[src/rtl/evtx_pkg.sv]
package evtx_pkg;
  typedef enum logic [2:0] {
    ST_IDLE, ST_LEAD, ST_ID, ST_STAMP, ST_EVNUM, ST_PAY, ST_TRAIL, ST_DONE
  } tx_state_e;
endpackage

[src/rtl/evtx_seq.sv]
module evtx_seq
  import evtx_pkg::*;
#(
  parameter int DATA_W = 20,
  parameter int LEN_W  = 4
) (
  input  logic              clk_i,
  input  logic              rst_ni,
  input  logic              start_i,
  input  logic              ev_avail_i,
  input  logic [DATA_W-1:0] ev_stamp_i,
  input  logic [DATA_W-1:0] ev_num_i,
  input  logic [LEN_W-1:0]  ev_len_i,
  output tx_state_e         state_o,
  output logic [LEN_W-1:0]  pay_cnt_o,
  output logic [DATA_W-1:0] stamp_q_o,
  output logic [DATA_W-1:0] num_q_o
);
  localparam logic [LEN_W-1:0] ONE = LEN_W'(1);

  tx_state_e         state_q;
  logic [LEN_W-1:0]  cnt_q;
  logic [LEN_W-1:0]  len_q;
  logic [DATA_W-1:0] stamp_q, num_q;

  always_ff @(posedge clk_i or negedge rst_ni) begin
    if (!rst_ni) begin
      state_q <= ST_IDLE;
      cnt_q   <= '0;
      len_q   <= '0;
      stamp_q <= '0;
      num_q   <= '0;
    end else begin
      case (state_q)
        ST_IDLE: if (start_i && ev_avail_i) begin
          state_q <= ST_LEAD;
          cnt_q   <= '0;
          len_q   <= ev_len_i;
          stamp_q <= ev_stamp_i;
          num_q   <= ev_num_i;
        end
        ST_LEAD:  state_q <= ST_ID;
        ST_ID:    state_q <= ST_STAMP;
        ST_STAMP: state_q <= ST_EVNUM;
        // empty payload skips straight to the trailer
        ST_EVNUM: state_q <= (len_q == '0) ? ST_TRAIL : ST_PAY;
        ST_PAY: begin
          if (cnt_q == len_q - ONE) state_q <= ST_TRAIL;
          else                      cnt_q   <= cnt_q + ONE;
        end
        ST_TRAIL: state_q <= ST_DONE;
        default:  state_q <= ST_IDLE;
      endcase
    end
  end

  assign state_o   = state_q;
  assign pay_cnt_o = cnt_q;
  assign stamp_q_o = stamp_q;
  assign num_q_o   = num_q;

  p_pay_bound_r5: assert property (@(posedge clk_i) disable iff (!rst_ni)
    (state_q == ST_PAY) |-> (cnt_q < len_q));

  p_idle_hold_r8: assert property (@(posedge clk_i) disable iff (!rst_ni)
    (state_q == ST_IDLE && !ev_avail_i) |=> (state_q == ST_IDLE));
endmodule

[src/rtl/evtx_word_mux.sv]
module evtx_word_mux
  import evtx_pkg::*;
#(
  parameter int          DATA_W = 20,
  parameter logic [19:0] PKT_ID = 20'hDC111
) (
  input  tx_state_e         state_i,
  input  logic [DATA_W-1:0] stamp_i,
  input  logic [DATA_W-1:0] num_i,
  input  logic [DATA_W-1:0] pay_data_i,
  output logic [DATA_W-1:0] data_o,
  output logic              ctl_stb_o,
  output logic              dval_o,
  output logic              done_o
);
  always_comb begin
    data_o    = '0;
    ctl_stb_o = 1'b0;
    dval_o    = 1'b0;
    done_o    = 1'b0;
    case (state_i)
      ST_LEAD:  begin ctl_stb_o = 1'b1; data_o = '1; end
      ST_ID:    begin dval_o = 1'b1; data_o = DATA_W'(PKT_ID); end
      ST_STAMP: begin dval_o = 1'b1; data_o = stamp_i; end
      ST_EVNUM: begin dval_o = 1'b1; data_o = num_i; end
      ST_PAY:   begin dval_o = 1'b1; data_o = pay_data_i; end
      ST_TRAIL: ctl_stb_o = 1'b1;  // zero word on the strobe cycle itself
      ST_DONE:  done_o = 1'b1;
      default:  ;
    endcase
  end
endmodule

[src/rtl/evt_frame_tx.sv]
module evt_frame_tx
  import evtx_pkg::*;
#(
  parameter int          DATA_W = 20,
  parameter int          LEN_W  = 4,
  parameter logic [19:0] PKT_ID = 20'hDC111
) (
  input  logic              clk_i,
  input  logic              rst_ni,
  input  logic              start_i,
  input  logic              ev_avail_i,
  input  logic [DATA_W-1:0] ev_stamp_i,
  input  logic [DATA_W-1:0] ev_num_i,
  input  logic [LEN_W-1:0]  ev_len_i,
  output logic [LEN_W-1:0]  pay_addr_o,
  input  logic [DATA_W-1:0] pay_data_i,
  output logic              pop_o,
  output logic [DATA_W-1:0] link_data_o,
  output logic              ctl_stb_o,
  output logic              dval_o,
  output logic              done_o
);
  tx_state_e         state;
  logic [DATA_W-1:0] stamp_q, num_q;
  logic              done;

  evtx_seq #(.DATA_W(DATA_W), .LEN_W(LEN_W)) u_seq (
    .clk_i      (clk_i),
    .rst_ni     (rst_ni),
    .start_i    (start_i),
    .ev_avail_i (ev_avail_i),
    .ev_stamp_i (ev_stamp_i),
    .ev_num_i   (ev_num_i),
    .ev_len_i   (ev_len_i),
    .state_o    (state),
    .pay_cnt_o  (pay_addr_o),
    .stamp_q_o  (stamp_q),
    .num_q_o    (num_q)
  );

  evtx_word_mux #(.DATA_W(DATA_W), .PKT_ID(PKT_ID)) u_mux (
    .state_i    (state),
    .stamp_i    (stamp_q),
    .num_i      (num_q),
    .pay_data_i (pay_data_i),
    .data_o     (link_data_o),
    .ctl_stb_o  (ctl_stb_o),
    .dval_o     (dval_o),
    .done_o     (done)
  );

  assign done_o = done;
  assign pop_o  = done;

  p_strobe_excl_r10: assert property (@(posedge clk_i) disable iff (!rst_ni)
    !(ctl_stb_o && dval_o));

  p_lead_ones_r2: assert property (@(posedge clk_i) disable iff (!rst_ni)
    $rose(dval_o) |-> ($past(ctl_stb_o) && ($past(link_data_o) == '1)));

  p_id_first_r3: assert property (@(posedge clk_i) disable iff (!rst_ni)
    $rose(dval_o) |-> (link_data_o == DATA_W'(PKT_ID)));

  p_trail_zero_r6: assert property (@(posedge clk_i) disable iff (!rst_ni)
    $fell(dval_o) |-> (ctl_stb_o && (link_data_o == '0)));

  p_done_after_trail_r7: assert property (@(posedge clk_i) disable iff (!rst_ni)
    done_o |-> ($past(ctl_stb_o) && !$past(dval_o) && ($past(link_data_o) == '0)));

  p_done_pulse_r7: assert property (@(posedge clk_i) disable iff (!rst_ni)
    done_o |=> !done_o);
endmodule

[config.mk]
export PLATFORM = sky130hd
export DESIGN_NAME = evt_frame_tx
export DESIGN_NICKNAME = d
export VERILOG_FILES = /design/src/rtl/evtx_pkg.sv /design/src/rtl/evtx_seq.sv /design/src/rtl/evtx_word_mux.sv /design/src/rtl/evt_frame_tx.sv
export SDC_FILE = /design/constraint.sdc
export NUM_CORES = 1
export LEC_CHECK = 0
export ABC_CLOCK_PERIOD_IN_PS = 1710
export BUFFER_PORTS_ARGS = -buffer_cell sky130_fd_sc_hd__buf_2
export CAP_MARGIN = 20
export CORE_UTILIZATION = 45
export CTS_CLUSTER_DIAMETER = 120
export CTS_CLUSTER_SIZE = 20
export DETAILED_ROUTE_END_ITERATION = 7
export PLACE_DENSITY = 0.77
export SYNTH_ARGS = -nofsm -noshare
export SYNTH_HDL_FRONTEND = slang
export SYNTH_HIERARCHICAL = 1
export SYNTH_SLANG_ARGS = --single-unit
[constraint.sdc]
create_clock -name clk_i -period 1.71 [get_ports clk_i]
set_input_delay 0.171 -clock clk_i [delete_from_list [all_inputs] [get_ports clk_i]]
set_output_delay 0.171 -clock clk_i [all_outputs]
set_load 0.005 [all_outputs]
==> impl_results.md <==
- Fraction of final layout cells sized beyond drive strength 1: 58.0%
- Synthesized area per cell: 11.8 um2
- Area added between synthesis and finish: 37.6%
- Post-Synthesis Cells: 223
- Mapped Area: 2620 um2
- Post-route worst hold slack: 0.0836 ns
- Crit path max-delay cell type: dfrtp_1
- Synthesized netlist net count: 294
- Number of placed I/O pins: 96
- Clock Root Buffer: clkbuf_8
- # DRC: 0
- Violated checks: setup timing
- Max-slew violation count: 0
- Dominant register cell in the synthesized netlist: dfrtp_1
- Initial antenna violation count: 0
- Net count, final: 414
- Iteration count of the initial detailed-routing pass: 4
- Kind of cell adding the most delay to the critical path: simple AND/OR/NAND/NOR gates
- Global-route wire length before repair: 10400 um
- Layout Cells excl Fill: 415
- Delay of the slowest cell on the worst path: 0.40 ns
- Placer Congestion: 0.769
- Critical path required time: 1.94 ns
- Maximum number of pins on one net before global-route repair: 27
- Drt initial violations: 87
- Setup repair after global routing missed its margin: true
- Share of synthesized area occupied by flip-flops and latches: 48.7%
- Antenna diodes: 0
- Floorplan die area: 6140 um2
- Later-pin clock latency in the skew report: 0.30 ns
- Largest vdd supply drop: 938 uV
- Post-CTS clock slew at the launch and capture registers of the worst setup and hold paths: 0.09 ns
- Maximum clock frequency: 571 MHz
- Worst path arrival time: 1.98 ns
- Maximum clock path buffer count: 2
- Number of buffers inserted during clock tree synthesis: 5
- Wire length per cell after detailed routing: 16.3 um
- Minimum clock period after layout: 1.75 ns
- Vias after detailed routing: 2190
- Slew headroom: 67.2%
- Async set-or-reset flop fraction in the synthesized netlist: 100%
- Core Region: 5570 um2
- HPWL after detailed placement: 4480 um
- Total power divided by cell area: 1880 nW/um2
- Port Buf Inserts: 95
- Max-cap check violation count: 0
- Remaining antenna violation count after routing: 0
- Worst path bufs/invs: 1
- Number of global-route vias before repair: 2260
- DP Cell Count: 392
- Clock sink total: 51
- Per-cell via count in the routed design: 5.28
- TritonCTS clock tree: done
- Number of enable-type register cells in the synthesized netlist: 0
- Number of failing hold endpoints at the final stage: 0
- Worst setup slack after layout: -0.0403 ns
- Leak pwr: 1.76 nW
- Path category of the worst min-delay check: primary input to flip-flop
- Total global routing track utilization: 22.0%
- Worst setup path category: flip-flop to flip-flop
- Total power after layout: 6.78 mW
- Setup slack on the worst flop-to-flop path: -0.04 ns
- Worst Tran Pin Value: 0.492 ns
- Final setup violation count: 19
- Number of standard-cell rows in the floorplan: 27
- Warnings, synthesis: 6
- Outcome: complete, but fails checks
- Routed wire length: 6740 um
- Final worst clock skew: 0.00502 ns
- Maximum fanout along the worst path: 5
- Library cells used by synthesis: 37
- Die width: 78.3 um
- Final cycle utilization of the critical path: 102%
- Level count of the clock H-tree: 2
- Overflow after GRT: 0
- Sort of element at the start of the critical path: flip-flop
- Kind of end point of the critical path: flip-flop
- Total of flip-flops plus latches after synthesis: 51
- Critical Path, Cell by Cell: inv_2 > ha_4 > xnor2_2 > nor3_2 > a21o_4 > or3_4 > a21oi_2
- Initial core utilization: 47.0%
- Chip Height: 78.3 um
-- routing by layer --
layer  vias to the layer above  wire, um  global-route usage (%)
met3                         5       444                    5.81
met5                         -         0                       0
li1                       1051         -                       -
met1                      1055      2740                    27.7
met2                        79      3530                    38.0
met4                         0        34                    4.44
-- layout make-up --
cell class | instances | area, um2
fill | 478 | 1960
sequential | 51 | 1280
multi-input combinational | 142 | 1270
timing repair buffer | 126 | 807
tap | 72 | 90.1
clock buffer | 6 | 72.6
inverter | 17 | 63.8
clock inverter | 1 | 30.0
-- path summary, 6_finish.rpt --
path / startpoint / endpoint / cells after the start
worst min register to register: u_seq/stamp_q_o[1]$_DFFE_PN0P_ / u_seq/stamp_q_o[1]$_DFFE_PN0P_ / 1
min in group asynchronous: rst_ni / u_seq/pay_cnt_o[0]$_DFFE_PN0P_ / 2
worst max register to register: u_seq/len_q[0]$_DFFE_PN0P_ / u_seq/pay_cnt_o[3]$_DFFE_PN0P_ / 7
worst min-delay path: ev_len_i[0] / u_seq/len_q[0]$_DFFE_PN0P_ / 3
worst max-delay path: u_seq/len_q[0]$_DFFE_PN0P_ / u_seq/pay_cnt_o[3]$_DFFE_PN0P_ / 7
max in group asynchronous: rst_ni / u_seq/stamp_q_o[5]$_DFFE_PN0P_ / 3
-- state kept, by name, summed over array words and instances, names as in the netlist --
name and flops:
u_seq/len_q 4, u_seq/num_q_o 20, u_seq/pay_cnt_o 4, u_seq/stamp_q_o 20
u_seq/state_o 3
-- where the power goes --
part	internal [mW]	switching, mW	total (mW)
Sequential	1.80	0.401	2.20
Combinational	2.10	1.68	3.78
Clock	0.429	0.373	0.802
Total	4.32	2.46	6.78
-- synthesized netlist by cell type, types with 4 or more instances --
library cell / n / area share [%]
a221o_1: 11 / 4.2
nand2_1: 14 / 2.0
mux2_2: 42 / 18
dfrtp_1: 51 / 49
a22oi_1: 8 / 2.3
inv_1: 15 / 2.1
buf_6: 4 / 1.7
a21oi_1: 14 / 2.7
xnor2_1: 4 / 1.3
o21ai_0: 6 / 1.1
buf_2: 7 / 1.3
o22ai_1: 9 / 2.1
-- cells by family after synthesis --
| group | Yosys count | share of synthesized area, % |
|---|---|---|
| xor+xnor | 7 | 2.91 |
| buf+inv | 31 | 6.35 |
| compound gates | 55 | 15.1 |
| flops | 51 | 48.7 |
| simple gates | 34 | 7.49 |
| mux | 42 | 18.0 |
| fa+ha+maj | 3 | 1.43 |
-- cell usage in the layout, fill, tap and decap left out, drive strengths merged --
master	netlist	layout
buf	14	124
dfrtp	51	51
mux2	42	42
inv	17	17
a21oi	15	15
nand2	14	14
a221o	11	11
o22ai	9	9
a22oi	8	8
clkbuf	0	7
o21ai	7	7
xnor2	4	4
nor3	4	4
nand3	3	3
a21o	3	3
ha	3	3
xor2	2	2
or3	2	2
nor2	2	2
and2b	1	2
nor2b	2	2
bufinv	0	1
dlygate4sd3	0	1
nand2b	1	1
and3	1	1
nor4	1	1
xor3	1	1
and4bb	1	1
nand3b	1	1
or4	1	1
o211ai	1	1
o31ai	1	1
-- what timing repair did --
item / 4_1_cts / 5_1_grt
setup endpoints to repair: 23 / 63
endpoints found under the hold margin: 19 / 0
gates resized for setup: 12 / 24
gates cloned: 0 / 2
hold buffers: 1 / 0
setup buffers: 5 / 8
pin swaps: 4 / 7
-- worst min-delay path: stages --
cell and delay [ns]:
buf_2 0.07, nand2_1 0.03, o21ai_0 0.07
-- through the flow --
step,utilization (%),area [um2],worst slack (ns),setup TNS (ns)
3_3_place_gp,58.0,3230,0.0226,0
2_1_floorplan,-,2630,0.00622,0
3_5_place_dp,58.0,3230,-0.0373,-0.0745
5_1_grt,64.8,3610,-0.106,-1.78
4_1_cts,61.5,3430,-0.0352,-0.303
6_report,64.8,3610,-0.0403,-0.205
Power figures use the tool's default switching activity.
